### config.mk
export PLATFORM = sky130hd
export DESIGN_NAME = dprot_unit
export DESIGN_NICKNAME = d
export VERILOG_FILES = /design/src/rtl/dprot_pkg.sv /design/src/rtl/dprot_regs.sv /design/src/rtl/dprot_match.sv /design/src/rtl/dprot_check.sv /design/src/rtl/dprot_log.sv /design/src/rtl/dprot_unit.sv
export SDC_FILE = /design/constraint.sdc
export NUM_CORES = 1
export LEC_CHECK = 0
export ABC_CLOCK_PERIOD_IN_PS = 2750
export BUFFER_PORTS_ARGS = -buffer_cell sky130_fd_sc_hd__buf_4
export CAP_MARGIN = 0
export CORE_ASPECT_RATIO = 1.5
export CORE_MARGIN = 4
export CORE_UTILIZATION = 30
export CTS_CLUSTER_SIZE = 40
export DETAILED_ROUTE_END_ITERATION = 10
export GPL_TIMING_DRIVEN = 0
export SYNTH_ARGS = -nofsm -noshare
export SYNTH_HDL_FRONTEND = slang
export SYNTH_SLANG_ARGS = --single-unit
export TNS_END_PERCENT = 30
### constraint.sdc
create_clock -name clk -period 2.75 [get_ports clk]
set_input_delay 0.275 -clock clk [delete_from_list [all_inputs] [get_ports clk]]
set_output_delay 0.275 -clock clk [all_outputs]
set_load 0.01 [all_outputs]
### src/rtl/dprot_pkg.sv
package dprot_pkg;

    // Region attribute word, bit 0 .. bit 3
    typedef struct packed {
        logic ro;    // bit 3: stores forbidden
        logic grd;   // bit 2: loads forbidden (non-speculative space)
        logic sup;   // bit 1: supervisor only
        logic en;    // bit 0: region active
    } rgn_attr_t;

    localparam int ATTR_W = $bits(rgn_attr_t);

    typedef enum logic [1:0] {
        CAUSE_NONE = 2'd0,
        CAUSE_PRIV = 2'd1,
        CAUSE_GRD  = 2'd2,
        CAUSE_RO   = 2'd3
    } cause_t;

    // Rule evaluation in precedence order: privilege, read-only, guarded
    function automatic cause_t rule_eval(rgn_attr_t a, logic is_super, logic is_write);
        if (a.sup && !is_super) return CAUSE_PRIV;
        if (a.ro  &&  is_write) return CAUSE_RO;
        if (a.grd && !is_write) return CAUSE_GRD;
        return CAUSE_NONE;
    endfunction

endpackage

### src/rtl/dprot_regs.sv
module dprot_regs
    import dprot_pkg::*;
#(
    parameter int NUM_RGN = 4,
    parameter int ADDR_W  = 32,
    parameter int CFG_AW  = 4
) (
    input  logic              clk,
    input  logic              rst,
    input  logic              cfg_we,
    input  logic [CFG_AW-1:0] cfg_addr,
    input  logic [ADDR_W-1:0] cfg_wdata,
    output logic [ADDR_W-1:0] rgn_base [NUM_RGN],
    output logic [ADDR_W-1:0] rgn_mask [NUM_RGN],
    output rgn_attr_t         rgn_attr [NUM_RGN],
    output rgn_attr_t         dflt_attr
);
    localparam int MASK_OFS = NUM_RGN;
    localparam int ATTR_OFS = 2 * NUM_RGN;
    localparam int DFLT_IDX = 3 * NUM_RGN;

    for (genvar g = 0; g < NUM_RGN; g++) begin : g_rgn
        always_ff @(posedge clk) begin
            if (rst) begin
                rgn_base[g] <= '0;
                rgn_mask[g] <= '0;
                rgn_attr[g] <= '0;
            end else if (cfg_we) begin
                if (cfg_addr == CFG_AW'(g))
                    rgn_base[g] <= cfg_wdata;
                if (cfg_addr == CFG_AW'(MASK_OFS + g))
                    rgn_mask[g] <= cfg_wdata;
                if (cfg_addr == CFG_AW'(ATTR_OFS + g))
                    rgn_attr[g] <= rgn_attr_t'(cfg_wdata[ATTR_W-1:0]);
            end
        end
    end

    // Default entry keeps only its privilege and guard bits
    always_ff @(posedge clk) begin
        if (rst)
            dflt_attr <= '0;
        else if (cfg_we && cfg_addr == CFG_AW'(DFLT_IDX))
            dflt_attr <= '{ro: 1'b0, grd: cfg_wdata[2], sup: cfg_wdata[1], en: 1'b0};
    end

endmodule

### src/rtl/dprot_match.sv
module dprot_match
    import dprot_pkg::*;
#(
    parameter int NUM_RGN = 4,
    parameter int ADDR_W  = 32,
    parameter int IDX_W   = 2
) (
    input  logic [ADDR_W-1:0] addr,
    input  logic [ADDR_W-1:0] rgn_base [NUM_RGN],
    input  logic [ADDR_W-1:0] rgn_mask [NUM_RGN],
    input  rgn_attr_t         rgn_attr [NUM_RGN],
    output logic              any_hit,
    output logic [IDX_W-1:0]  win_idx,
    output rgn_attr_t         win_attr
);
    logic [NUM_RGN-1:0] hit_vec;

    for (genvar g = 0; g < NUM_RGN; g++) begin : g_cmp
        assign hit_vec[g] = rgn_attr[g].en &&
                            (((addr ^ rgn_base[g]) & rgn_mask[g]) == '0);
    end

    // Scan from the top so the lowest index is left standing
    always_comb begin
        any_hit = 1'b0;
        win_idx = '0;
        for (int i = NUM_RGN - 1; i >= 0; i--) begin
            if (hit_vec[i]) begin
                any_hit = 1'b1;
                win_idx = IDX_W'(i);
            end
        end
        win_attr = rgn_attr[win_idx];
    end

endmodule

### src/rtl/dprot_check.sv
module dprot_check
    import dprot_pkg::*;
(
    input  logic      acc_valid,
    input  logic      chk_en,
    input  logic      in_exempt,
    input  logic      any_hit,
    input  rgn_attr_t win_attr,
    input  rgn_attr_t dflt_attr,
    input  logic      is_super,
    input  logic      is_write,
    output logic      fault,
    output cause_t    cause
);
    rgn_attr_t eff;

    always_comb begin
        eff   = any_hit ? win_attr : dflt_attr;
        cause = CAUSE_NONE;
        if (acc_valid && chk_en && !in_exempt && (!any_hit || eff.en))
            cause = rule_eval(eff, is_super, is_write);
        fault = (cause != CAUSE_NONE);
    end

endmodule

### src/rtl/dprot_log.sv
module dprot_log
    import dprot_pkg::*;
#(
    parameter int ADDR_W = 32
) (
    input  logic              clk,
    input  logic              rst,
    input  logic              clr,
    input  logic              fault,
    input  cause_t            cause,
    input  logic [ADDR_W-1:0] addr,
    output cause_t            flt_cause,
    output logic [ADDR_W-1:0] flt_addr,
    output logic              irq
);
    cause_t            nxt_cause;
    logic [ADDR_W-1:0] nxt_addr;
    logic              room;

    always_comb begin
        room      = clr || (flt_cause == CAUSE_NONE);
        nxt_cause = flt_cause;
        nxt_addr  = flt_addr;
        if (clr) begin
            nxt_cause = CAUSE_NONE;
            nxt_addr  = '0;
        end
        if (room && fault) begin
            nxt_cause = cause;
            nxt_addr  = addr;
        end
    end

    always_ff @(posedge clk) begin
        if (rst) begin
            flt_cause <= CAUSE_NONE;
            flt_addr  <= '0;
            irq       <= 1'b0;
        end else begin
            flt_cause <= nxt_cause;
            flt_addr  <= nxt_addr;
            irq       <= fault || ((flt_cause != CAUSE_NONE) && !clr);
        end
    end

    // a held record does not move until cleared
    a_r12_hold: assert property (@(posedge clk) disable iff (rst)
        (flt_cause != CAUSE_NONE && !clr) |=> ($stable(flt_cause) && $stable(flt_addr)));

    // a fault with room is captured at the next edge
    a_r12_capture: assert property (@(posedge clk) disable iff (rst)
        (fault && (clr || flt_cause == CAUSE_NONE)) |=>
            (flt_cause == $past(cause) && flt_addr == $past(addr)));

    // clear without a new fault empties the record
    a_r12_clear: assert property (@(posedge clk) disable iff (rst)
        (clr && !fault) |=> (flt_cause == CAUSE_NONE));

    // interrupt follows the record
    a_r12_irq: assert property (@(posedge clk) disable iff (rst)
        irq == (flt_cause != CAUSE_NONE));

endmodule

### src/rtl/dprot_unit.sv
module dprot_unit
    import dprot_pkg::*;
#(
    parameter int              NUM_RGN     = 4,
    parameter int              ADDR_W      = 32,
    parameter logic [ADDR_W-1:0] EXEMPT_BASE = 32'h0038_0000,
    parameter logic [ADDR_W-1:0] EXEMPT_MASK = 32'hFFFF_8000,
    localparam int             CFG_AW      = $clog2(3 * NUM_RGN + 3)
) (
    input  logic              clk,
    input  logic              rst,
    input  logic              acc_valid,
    input  logic [ADDR_W-1:0] acc_addr,
    input  logic              acc_write,
    input  logic              acc_super,
    input  logic              chk_en,
    input  logic              cfg_we,
    input  logic [CFG_AW-1:0] cfg_addr,
    input  logic [ADDR_W-1:0] cfg_wdata,
    output logic [ADDR_W-1:0] cfg_rdata,
    output logic              acc_fault,
    output logic [1:0]        acc_cause,
    output logic              irq,
    output logic [1:0]        flt_cause,
    output logic [ADDR_W-1:0] flt_addr
);
    localparam int IDX_W    = (NUM_RGN > 1) ? $clog2(NUM_RGN) : 1;
    localparam int DFLT_IDX = 3 * NUM_RGN;
    localparam int FC_IDX   = DFLT_IDX + 1;
    localparam int FA_IDX   = DFLT_IDX + 2;

    logic [ADDR_W-1:0] rgn_base [NUM_RGN];
    logic [ADDR_W-1:0] rgn_mask [NUM_RGN];
    rgn_attr_t         rgn_attr [NUM_RGN];
    rgn_attr_t         dflt_attr;
    logic              any_hit;
    logic [IDX_W-1:0]  win_idx;
    rgn_attr_t         win_attr;
    logic              in_exempt;
    cause_t            chk_cause;
    cause_t            log_cause;
    logic              clr;

    dprot_regs #(.NUM_RGN(NUM_RGN), .ADDR_W(ADDR_W), .CFG_AW(CFG_AW)) u_regs (
        .clk(clk), .rst(rst), .cfg_we(cfg_we), .cfg_addr(cfg_addr), .cfg_wdata(cfg_wdata),
        .rgn_base(rgn_base), .rgn_mask(rgn_mask), .rgn_attr(rgn_attr), .dflt_attr(dflt_attr)
    );

    dprot_match #(.NUM_RGN(NUM_RGN), .ADDR_W(ADDR_W), .IDX_W(IDX_W)) u_match (
        .addr(acc_addr), .rgn_base(rgn_base), .rgn_mask(rgn_mask), .rgn_attr(rgn_attr),
        .any_hit(any_hit), .win_idx(win_idx), .win_attr(win_attr)
    );

    assign in_exempt = (((acc_addr ^ EXEMPT_BASE) & EXEMPT_MASK) == '0);

    dprot_check u_check (
        .acc_valid(acc_valid), .chk_en(chk_en), .in_exempt(in_exempt), .any_hit(any_hit),
        .win_attr(win_attr), .dflt_attr(dflt_attr), .is_super(acc_super), .is_write(acc_write),
        .fault(acc_fault), .cause(chk_cause)
    );

    assign acc_cause = chk_cause;
    assign clr       = cfg_we && (cfg_addr == CFG_AW'(FC_IDX));

    dprot_log #(.ADDR_W(ADDR_W)) u_log (
        .clk(clk), .rst(rst), .clr(clr), .fault(acc_fault), .cause(chk_cause), .addr(acc_addr),
        .flt_cause(log_cause), .flt_addr(flt_addr), .irq(irq)
    );

    assign flt_cause = log_cause;

    // Register read mux
    always_comb begin
        cfg_rdata = '0;
        for (int i = 0; i < NUM_RGN; i++) begin
            if (cfg_addr == CFG_AW'(i))               cfg_rdata = rgn_base[i];
            if (cfg_addr == CFG_AW'(NUM_RGN + i))     cfg_rdata = rgn_mask[i];
            if (cfg_addr == CFG_AW'(2 * NUM_RGN + i)) cfg_rdata = ADDR_W'(rgn_attr[i]);
        end
        if (cfg_addr == CFG_AW'(DFLT_IDX)) cfg_rdata = ADDR_W'(dflt_attr);
        if (cfg_addr == CFG_AW'(FC_IDX))   cfg_rdata = ADDR_W'(log_cause);
        if (cfg_addr == CFG_AW'(FA_IDX))   cfg_rdata = flt_addr;
    end

    // checking disabled means no fault
    a_r9_off_pass: assert property (@(posedge clk) disable iff (rst)
        !chk_en |-> !acc_fault);

    // exempt window never faults
    a_r10_exempt: assert property (@(posedge clk) disable iff (rst)
        in_exempt |-> !acc_fault);

    // idle cycles never fault
    a_r11_idle: assert property (@(posedge clk) disable iff (rst)
        !acc_valid |-> !acc_fault);

    // a winning region is always an enabled one
    a_r2_win_enabled: assert property (@(posedge clk) disable iff (rst)
        any_hit |-> rgn_attr[win_idx].en);

    // privilege mismatch beats every other cause
    a_r7_priv_first: assert property (@(posedge clk) disable iff (rst)
        (acc_valid && chk_en && !in_exempt && any_hit && win_attr.sup && !acc_super)
            |-> (acc_cause == 2'd1));

endmodule

==> results of run 1 <==
[registers in the layout, summed over array words and instances (netlist names)]
register,flops
u_regs.rgn_mask,128
u_regs.dflt_attr,2
u_log.flt_addr,32
u_regs.rgn_attr,16
u_log.flt_cause,2
u_log.irq,1
u_regs.rgn_base,128
[path summary, 6_finish.rpt]
| check | endpoint | slack, ns | depth (start not counted) |
|---|---|---|---|
| worst max register to register | u_log.flt_addr[6]$_SDFFE_PP0P_ | -1.24 | 16 |
| worst min-delay path | u_regs.rgn_attr[5]$_SDFFE_PP0P_ | 0.03 | 3 |
| worst max-delay path | acc_fault | -1.41 | 12 |
| worst min register to register | u_regs.rgn_mask[15]$_SDFFE_PP0P_ | 0.48 | 2 |
[per-layer routing]
layer | share of wire | up-vias | wire length, um
li1 | - | 7571 | -
met1 | 0.35 | 8148 | 29900
met2 | 0.49 | 887 | 41800
met3 | 0.057 | 267 | 4900
met4 | 0.10 | 0 | 8790
met5 | 0 | - | 0
[timing repair]
action / in CTS / in global routing
hold endpoints to repair: 1 / 0
resized for setup: 140 / 61
pin swaps: 33 / 25
setup endpoints to repair: 100 / 69
hold buffers: 1 / 0
setup buffers: 28 / 14
gates cloned: 6 / 0
[cell type report]
class,count,area (um^2),share of cell area
well taps,676,846,0.0432
repair buffers,118,1040,0.0531
plain buffers,211,958,0.0489
inverters,37,139,0.00709
multi-input cells,1513,9250,0.472
clock buffers,51,1050,0.0535
clock inverters,10,123,0.00626
flip-flops and latches,309,6190,0.316
[critical path, stage by stage (launching register included)]
cell and delay, ns:
dfxtp_2 0.34, xor2_2 0.19, a222oi_1 0.82, nand4_1 0.23
or4_4 0.55, a211oi_4 0.24, o311ai_4 0.12, a31o_1 0.23
a21boi_4 0.20, buf_6 0.12, nand2b_1 0.11, inv_1 0.05
buf_4 0.14
[stage by stage]
stage | hold slack [ns] | total power [mW]
finish | 0.0343 | 10.8
global route | 0.0444 | 11.1
CTS | 0.00978 | 10.8
detailed placement | 0.467 | 5.79
global placement | 0.457 | 5.79
floorplan | 0.422 | 5.27
[cells by family after synthesis]
logic type / synth area share
compound gates: 0.261
mux: 0.00446
flops: 0.394
xor+xnor: 0.0714
simple gates: 0.202
buf+inv: 0.0672
[placed cells by master, fill, tap and decap left out, drive strengths merged, types with 10 or more instances in the layout]
master  synthesis  layout
a21oi         277     277
a221o          29      29
a221oi         35      35
a22o           33      33
a22oi         117     117
a31oi          32      32
buf            37     156
clkbuf        177     223
dfxtp         309     309
inv            37      39
nand2         567     567
nand3          23      23
nand4          30      30
nor2           54      54
nor3           10      10
nor3b          32      32
nor4           10      10
o21ai          39      39
o41ai          32      32
xor2          128     128
[power by group]
part | total (mW) | internal [mW] | switching (mW) | leakage (nW)
registers | 4.62 | 4.54 | 0.0836 | 2.50
clock network | 4.94 | 2.85 | 2.09 | 0.579
logic | 1.27 | 0.363 | 0.909 | 4.19
total | 10.8 | 7.75 | 3.09 | 7.27
==> reports/results.md, run 1 <==
| Step | Parameter | This run |
|---|---|---|
| outcome | Outcome | complete, but fails checks |
| outcome | Failing checks | negative setup slack |
| timing | Max Clock Skew | 0.0247 ns |
| layout | Ratio of cells with drive above 1 in the final layout | 0.160 |
| layout | # nets final | 2,300 |
| synthesis | Synth cell count leaders | nand2_1 (567), dfxtp_1 (309), a21oi_1 (277) |
| cts | Insertion delay of the later-clocked pin in the worst-skew pair | 0.54 ns |
| setup path | Biggest fanout along the worst timing path | 3 |
| die | Core Area | 51,700 um^2 |
| layout | Final antenna diode count | 0 |
| die | Row Count | 102 |
| timing | Fin. max-slew vios | 0 |
| min path | Worst Hold Class | input pin to register |
| timing | Setup_tns | -42.30 ns |
| layout | Summed area of non-filler cells in the final layout | 19,600 um^2 |
| place | Total instance count after detailed placement | 2,831 |
| detailed routing | Post-route ant nets | 0 |
| setup path | Worst reg2reg path startpoint | u_regs.rgn_base[17]$_SDFFE_PP0P_ |
| cts | Clock tree root driver cell | clkbuf_16 |
| detailed routing | Number of violations reported at the end of detailed-routing iteration 0 | 1,623 |
| grt | Vias in the first global route | 16,000 |
| grt | Wire length of the first global-routing pass | 118,000 um |
| setup path | Category of the critical setup timing path | register to output pin |
| timing | Share of the clock period used by the worst path | 1.51 |
| pwr | Power per cell area | 553 nW/um^2 |
| die | Height of the chip | 288 um |
| setup path | Launch point of the critical path | u_regs.rgn_base[17]$_SDFFE_PP0P_ |
| synthesis | Number of distinct library cells after synthesis | 54 |
| pwr | Leakage | 7.27 nW |
| synthesis | Area share of the leading cell type in the synthesized netlist | 0.394 |
| synthesis | Seq cells post-synth | 309 |
| grt | Initial antenna violation count | 0 |
| setup path | Crit path launch type | register |
| flow run | Max cap viols | 0 |
| detailed routing | Post-detailed-routing wire length | 85,400 um |
| synthesis | Cell accounting for the most synthesized area | dfxtp_1 |
| detailed routing | Vias | 16,900 |
| grt | Met2 layer usage reported by global route | 0.509 |
| detailed routing | Routed length per instance | 29.2 um |
| timing | Period minus WS final | 4.16 ns |
| place | Final GP Congestion | 1.01 |
| die | Die area | 56,100 um^2 |
| die | Boundary Pins | 145 |
| layout | Number of non-filler instances in the completed layout | 2,925 |
| cts | TritonCTS clock tree | built |
| detailed routing | First-pass iteration count of the detailed router | 8 |
| grt | Met1 track demand over resource in global routing | 0.311 |
| place | IO Port Bufs | 82 |
| cts | Maximum number of buffers from clock root to sink | 3 |
| cts | Clock transition at the registers of the reported paths | 0.06 ns |
| pwr | Peak supply drop | 0.413 mV |
| grt | Global-route usage over all layers | 0.288 |
| cts | TritonCTS sink count | 309 |
| die | Die Span X | 195 um |
| synthesis | Count of yosys warnings during synthesis | 0 |
| synthesis | Leading cell type by number of instances after synthesis | nand2_1 |
| synthesis | Async SR Flop Fraction | 0 |
| setup path | Req. time, crit path | 2.48 ns |
| timing | Number of setup violations in the final report | 45 |
| layout | Final-layout fill cell count | 5,408 |
| timing | Maximum clock frequency | 240 MHz |
| setup path | Data arrival time at the worst-slack endpoint | 3.89 ns |
| grt | Most congested layer reported by global routing | met2 |
| place | HPWL Detailed | 67,200 um |
| timing | Transition time at the pin with the least slew margin | 1.35 ns |
| grt | GR Overflow Total | 0 |
| synthesis | Count of flip-flops with a built-in enable after synthesis | 0 |
| min path | Worst min-delay path startpoint | cfg_wdata[1] |
| setup path | CP Capture Type | output pin |
| timing | Worst slew margin relative to its limit | 0.0996 |
| detailed routing | Drt via density | 5.77 |
| grt | Met3 global-route usage | 0.0302 |
| timing | Final Hold Vio Count | 0 |
| timing | Setup slack of the critical path after layout | -1.41 ns |
| layout | Post-route core utilization | 0.379 |
| cts | Total clock buffers created by CTS | 35 |
| cts | Deepest level of the CTS H-tree | 2 |
| synthesis | Mapped Nets | 2,148 |
| synthesis | Cell area after technology mapping | 15,700 um^2 |
| timing | Setup repair after global routing missed its margin | yes |
| synthesis | Syn Area/Cell | 7.58 um^2 |
| die | Effective utilization at floorplan | 0.304 |
| detailed routing | Post-route DRC violation count | 0 |
| synthesis | Synthesized instance count | 2,073 |
| place | Placement Cell Area | 17,200 um^2 |
| grt | Maximum number of pins on one net before global-route repair | 14 |
| place | DP Worst Slack | -1.54 ns |
| synthesis | Largest cells by area after synthesis | dfxtp_1 (39%), nand2_1 (14%), a21oi_1 (8.8%) |
| synthesis | Main synth FF type | dfxtp_1 |
| synthesis | Proportion of synthesized chip area in sequential cells | 0.394 |
| layout | Relative area change from synthesis to final layout | 24.8% |
No activity file was read; power rests on OpenSTA's default activity.
==> inputs of run 2 (changes only) <==
--- a/config.mk
+++ b/config.mk
@@ -8,12 +8,15 @@
 export ABC_CLOCK_PERIOD_IN_PS = 2750
 export BUFFER_PORTS_ARGS = -buffer_cell sky130_fd_sc_hd__buf_4
 export CAP_MARGIN = 0
+export CELL_PAD_IN_SITES_DETAIL_PLACEMENT = 1
+export CELL_PAD_IN_SITES_GLOBAL_PLACEMENT = 1
 export CORE_ASPECT_RATIO = 1.5
 export CORE_MARGIN = 4
 export CORE_UTILIZATION = 30
 export CTS_CLUSTER_SIZE = 40
 export DETAILED_ROUTE_END_ITERATION = 10
 export GPL_TIMING_DRIVEN = 0
+export PLACE_DENSITY_LB_ADDON = 0.1
 export SYNTH_ARGS = -nofsm -noshare
 export SYNTH_HDL_FRONTEND = slang
 export SYNTH_SLANG_ARGS = --single-unit
==> run 2 against run 1 <==
Against the previous run:
- the flow still finishes with violations (negative setup slack)
- combinational power up 4%
- register-to-register slack better by 0.11 ns
- flip-flop and latch count unchanged
- critical path depth up 1
- largest power group unchanged
- non-clock buffer count up 5
- highest routed layer unchanged
==> reports/results.md, run 2 (same netlist as run 1, synthesis figures left out) <==
| Step | Parameter | This run | Delta |
|---|---|---|---|
| pwr | Peak supply drop | 0.453 mV | +9.5% |
| detailed routing | First-pass iteration count of the detailed router | 5 | -3 |
| pwr | Sequential power share | 0.415 | -0.012 |
| grt | Wire length of the first global-routing pass | 124,000 um | +4.8% |
| die | Die Span X | 195 um | unchanged |
| pwr | Leakage | 7.36 nW | +1.3% |
| die | Effective utilization at floorplan | 0.304 | unchanged |
| timing | Transition time at the pin with the least slew margin | 1.27 ns | -0.0817 ns |
| timing | Maximum clock frequency | 242 MHz | +0.59% |
| timing | Share of the clock period used by the worst path | 1.51 | -0.00883 |
| cts | Clock tree root driver cell | clkbuf_16 |  |
| setup path | Crit path launch type | input pin |  |
| layout | Post-route core utilization | 0.387 | +0.00779 |
| detailed routing | Vias | 17,100 | +1.3% |
| die | Core Area | 51,700 um^2 | unchanged |
| place | IO Port Bufs | 82 | unchanged |
| timing | Setup repair after global routing missed its margin | yes |  |
| setup path | Category of the critical setup timing path | input pin to output pin |  |
| grt | Global-route usage over all layers | 0.302 | +0.0134 |
| layout | Most frequent standard cell in the layout excluding fill and tap cells | nand2_1 |  |
| timing | Setup slack of the critical path after layout | -1.39 ns | +0.0243 ns |
| pwr | Internal power consumption | 7.95 mW | +2.6% |
| grt | Met3 global-route usage | 0.0327 | +0.00245 |
| timing | Worst slew margin relative to its limit | 0.154 | +0.0545 |
| setup path | CP Capture Type | output pin |  |
| cts | Insertion delay of the later-clocked pin in the worst-skew pair | 0.57 ns | +0.03 ns |
| die | Height of the chip | 288 um | unchanged |
| layout | Ratio of cells with drive above 1 in the final layout | 0.178 | +0.0178 |
| cts | TritonCTS sink count | 309 | unchanged |
| detailed routing | Number of violations reported at the end of detailed-routing iteration 0 | 1,472 | -9.3% |
| outcome | Outcome | complete, but fails checks |  |
| cts | Total clock buffers created by CTS | 38 | +8.6% |
| timing | Fin. max-slew vios | 0 | unchanged |
| outcome | Failing checks | negative setup slack |  |
| grt | Met1 track demand over resource in global routing | 0.359 | +0.0484 |
| grt | Met2 layer usage reported by global route | 0.533 | +0.0240 |
| cts | TritonCTS clock tree | built |  |
| place | DP Worst Slack | -1.71 ns | -0.168 ns |
| grt | Initial antenna violation count | 0 | unchanged |
| min path | Worst Hold Class | input pin to register |  |
| detailed routing | Post-detailed-routing wire length | 89,200 um | +4.5% |
| timing | Max Clock Skew | 0.0138 ns | -0.0109 ns |
| die | Die area | 56,100 um^2 | unchanged |
| die | Boundary Pins | 145 | unchanged |
| detailed routing | Routed length per instance | 30.4 um | +4.1% |
| timing | Period minus WS final | 4.14 ns | -0.0243 ns |
| place | HPWL Detailed | 69,500 um | +3.5% |
| layout | # nets final | 2,308 | +0.35% |
| layout | Final antenna diode count | 0 | unchanged |
| detailed routing | Post-route ant nets | 0 | unchanged |
| pwr | Net switching component of the power | 3.21 mW | +3.9% |
| place | Final GP Congestion | 0.946 | -6.5% |
| setup path | Setup slack of the most critical reg-to-reg path | -1.13 ns | +0.11 ns |
| grt | GR Overflow Total | 0 | unchanged |
| cts | Deepest level of the CTS H-tree | 2 | unchanged |
| setup path | Biggest fanout along the worst timing path | 6 | +3 |
| detailed routing | Post-route DRC violation count | 0 | unchanged |
| layout | Largest registers ranked by flip-flop count | u_regs.rgn_base (128), u_regs.rgn_mask (128), u_log.flt_addr (32) |  |
| setup path | Data arrival time at the worst-slack endpoint | 3.86 ns | -0.03 ns |
| layout | Relative area change from synthesis to final layout | 27.3% |  |
| pwr | Share of total power consumed by net switching | 0.288 | +0.00261 |
| layout | Most used cells in the layout excluding fill and tap cells | nand2_1 (564), dfxtp_1 (307), a21oi_1 (275) |  |
| timing | Number of setup violations in the final report | 53 | +18% |
| cts | Maximum number of buffers from clock root to sink | 3 | unchanged |
| flow run | Max cap viols | 0 | unchanged |
| setup path | Req. time, crit path | 2.48 ns | about the same |
| detailed routing | Drt via density | 5.82 | +0.92% |
| grt | Most congested layer reported by global routing | met2 |  |
| pwr | Portion of total power attributed to the clock network | 0.467 | +0.011 |
| cts | Clock transition at the registers of the reported paths | 0.06 ns | about the same |
| pwr | Logic gate share of total power | 0.118 | about the same |
| die | Row Count | 102 | unchanged |
| grt | Vias in the first global route | 17,200 | +7.5% |
| pwr | Power per cell area | 558 nW/um^2 | +0.89% |
| grt | Maximum number of pins on one net before global-route repair | 13 | -1 |
| timing | Final Hold Vio Count | 0 | unchanged |
-- run 2: cell types whose count changed in the layout (fill, tap and decap cells not counted), moves of 5 or more --
| cell | change |
|---|---|
| a31oi_2 | +8 |
| a31oi_1 | -9 |
| clkinv_2 | +6 |
| o41ai_2 | +6 |
| clkbuf_16 | +6 |
| o21ai_1 | +9 |
| o41ai_4 | -5 |
| o21ai_4 | -8 |
| clkbuf_1 | -5 |
| a221oi_1 | -14 |
| a221oi_4 | +15 |
-- run 2: per-stage QoR --
| step | power (mW) | hold slack, ns | instances | cell area [um^2] | setup TNS (ns) |
|---|---|---|---|---|---|
| floorplan | 5.27 | 0.422 | 2073 | 15700 | 0 |
| global placement | 5.81 | 0.463 | 2831 | 17200 | -172.31 |
| detailed placement | 5.82 | 0.468 | 2831 | 17200 | -178.94 |
| CTS | 11.2 | 0.0114 | 2929 | 19600 | -35.80 |
| global route | 11.4 | 0.0179 | 2936 | 20000 | -42.30 |
| finish | 11.2 | 0.0255 | 2936 | 20000 | -42.02 |
-- run 2: path summary, 6_finish.rpt --
kind / from / end / depth (start not counted)
setup / recovery: acc_addr[31] / acc_fault / 13
hold / removal: cfg_wdata[2] / u_regs.rgn_attr[14]$_SDFFE_PP0P_ / 3
setup reg to reg: u_regs.rgn_base[31]$_SDFFE_PP0P_ / u_log.flt_addr[7]$_SDFFE_PP0P_ / 15
hold reg to reg: u_regs.rgn_mask[21]$_SDFFE_PP0P_ / u_regs.rgn_mask[21]$_SDFFE_PP0P_ / 2
-- run 2: final cells by class --
class,count,area (um^2)
Sequential cell,309,6190
Clock buffer,53,1150
Inverter,37,143
Timing Repair Buffer,122,1110
Fill cell,6240,31700
Tap cell,676,846
Multi-Input combinational cell,1513,9460
Clock inverter,14,104
Buffer,212,987
-- run 2: layer usage --
layer	share of wire	vias to the layer above	wire [um]
met4	0.066	0	5890
met1	0.39	8653	34600
met2	0.49	637	44100
met3	0.052	200	4620
met5	0	-	0
li1	-	7603	-
-- run 2: what timing repair did --
| action | 4_1_cts | 5_1_grt |
|---|---|---|
| pin swaps | 25 | 7 |
| setup endpoints to repair | 110 | 70 |
| hold buffers | 3 | 0 |
| setup buffers | 24 | 7 |
| resized for setup | 165 | 68 |
| gates cloned | 5 | 1 |
| hold endpoints to repair | 5 | 0 |
-- run 2: worst max-delay path: stages --
cell and delay (ns):
clkbuf_1 0.59, xor2_1 0.26, a222oi_1 0.70, nand4_1 0.25
or4_4 0.55, a211oi_4 0.23, o311ai_2 0.16, a31o_4 0.30
a21boi_4 0.17, buf_8 0.11, nand2b_4 0.11, inv_2 0.04
buf_6 0.11
-- run 2: power by group through the flow --
| stage | logic, mW | registers (mW) | clock network, mW |
|---|---|---|---|
| after floorplan | 0.577 | 4.69 | 0 |
| after global placement | 1.09 | 4.72 | 0 |
| after detailed placement | 1.10 | 4.72 | 0 |
| after CTS | 1.25 | 4.62 | 5.30 |
| after global routing | 1.37 | 4.63 | 5.44 |
| final | 1.32 | 4.63 | 5.21 |
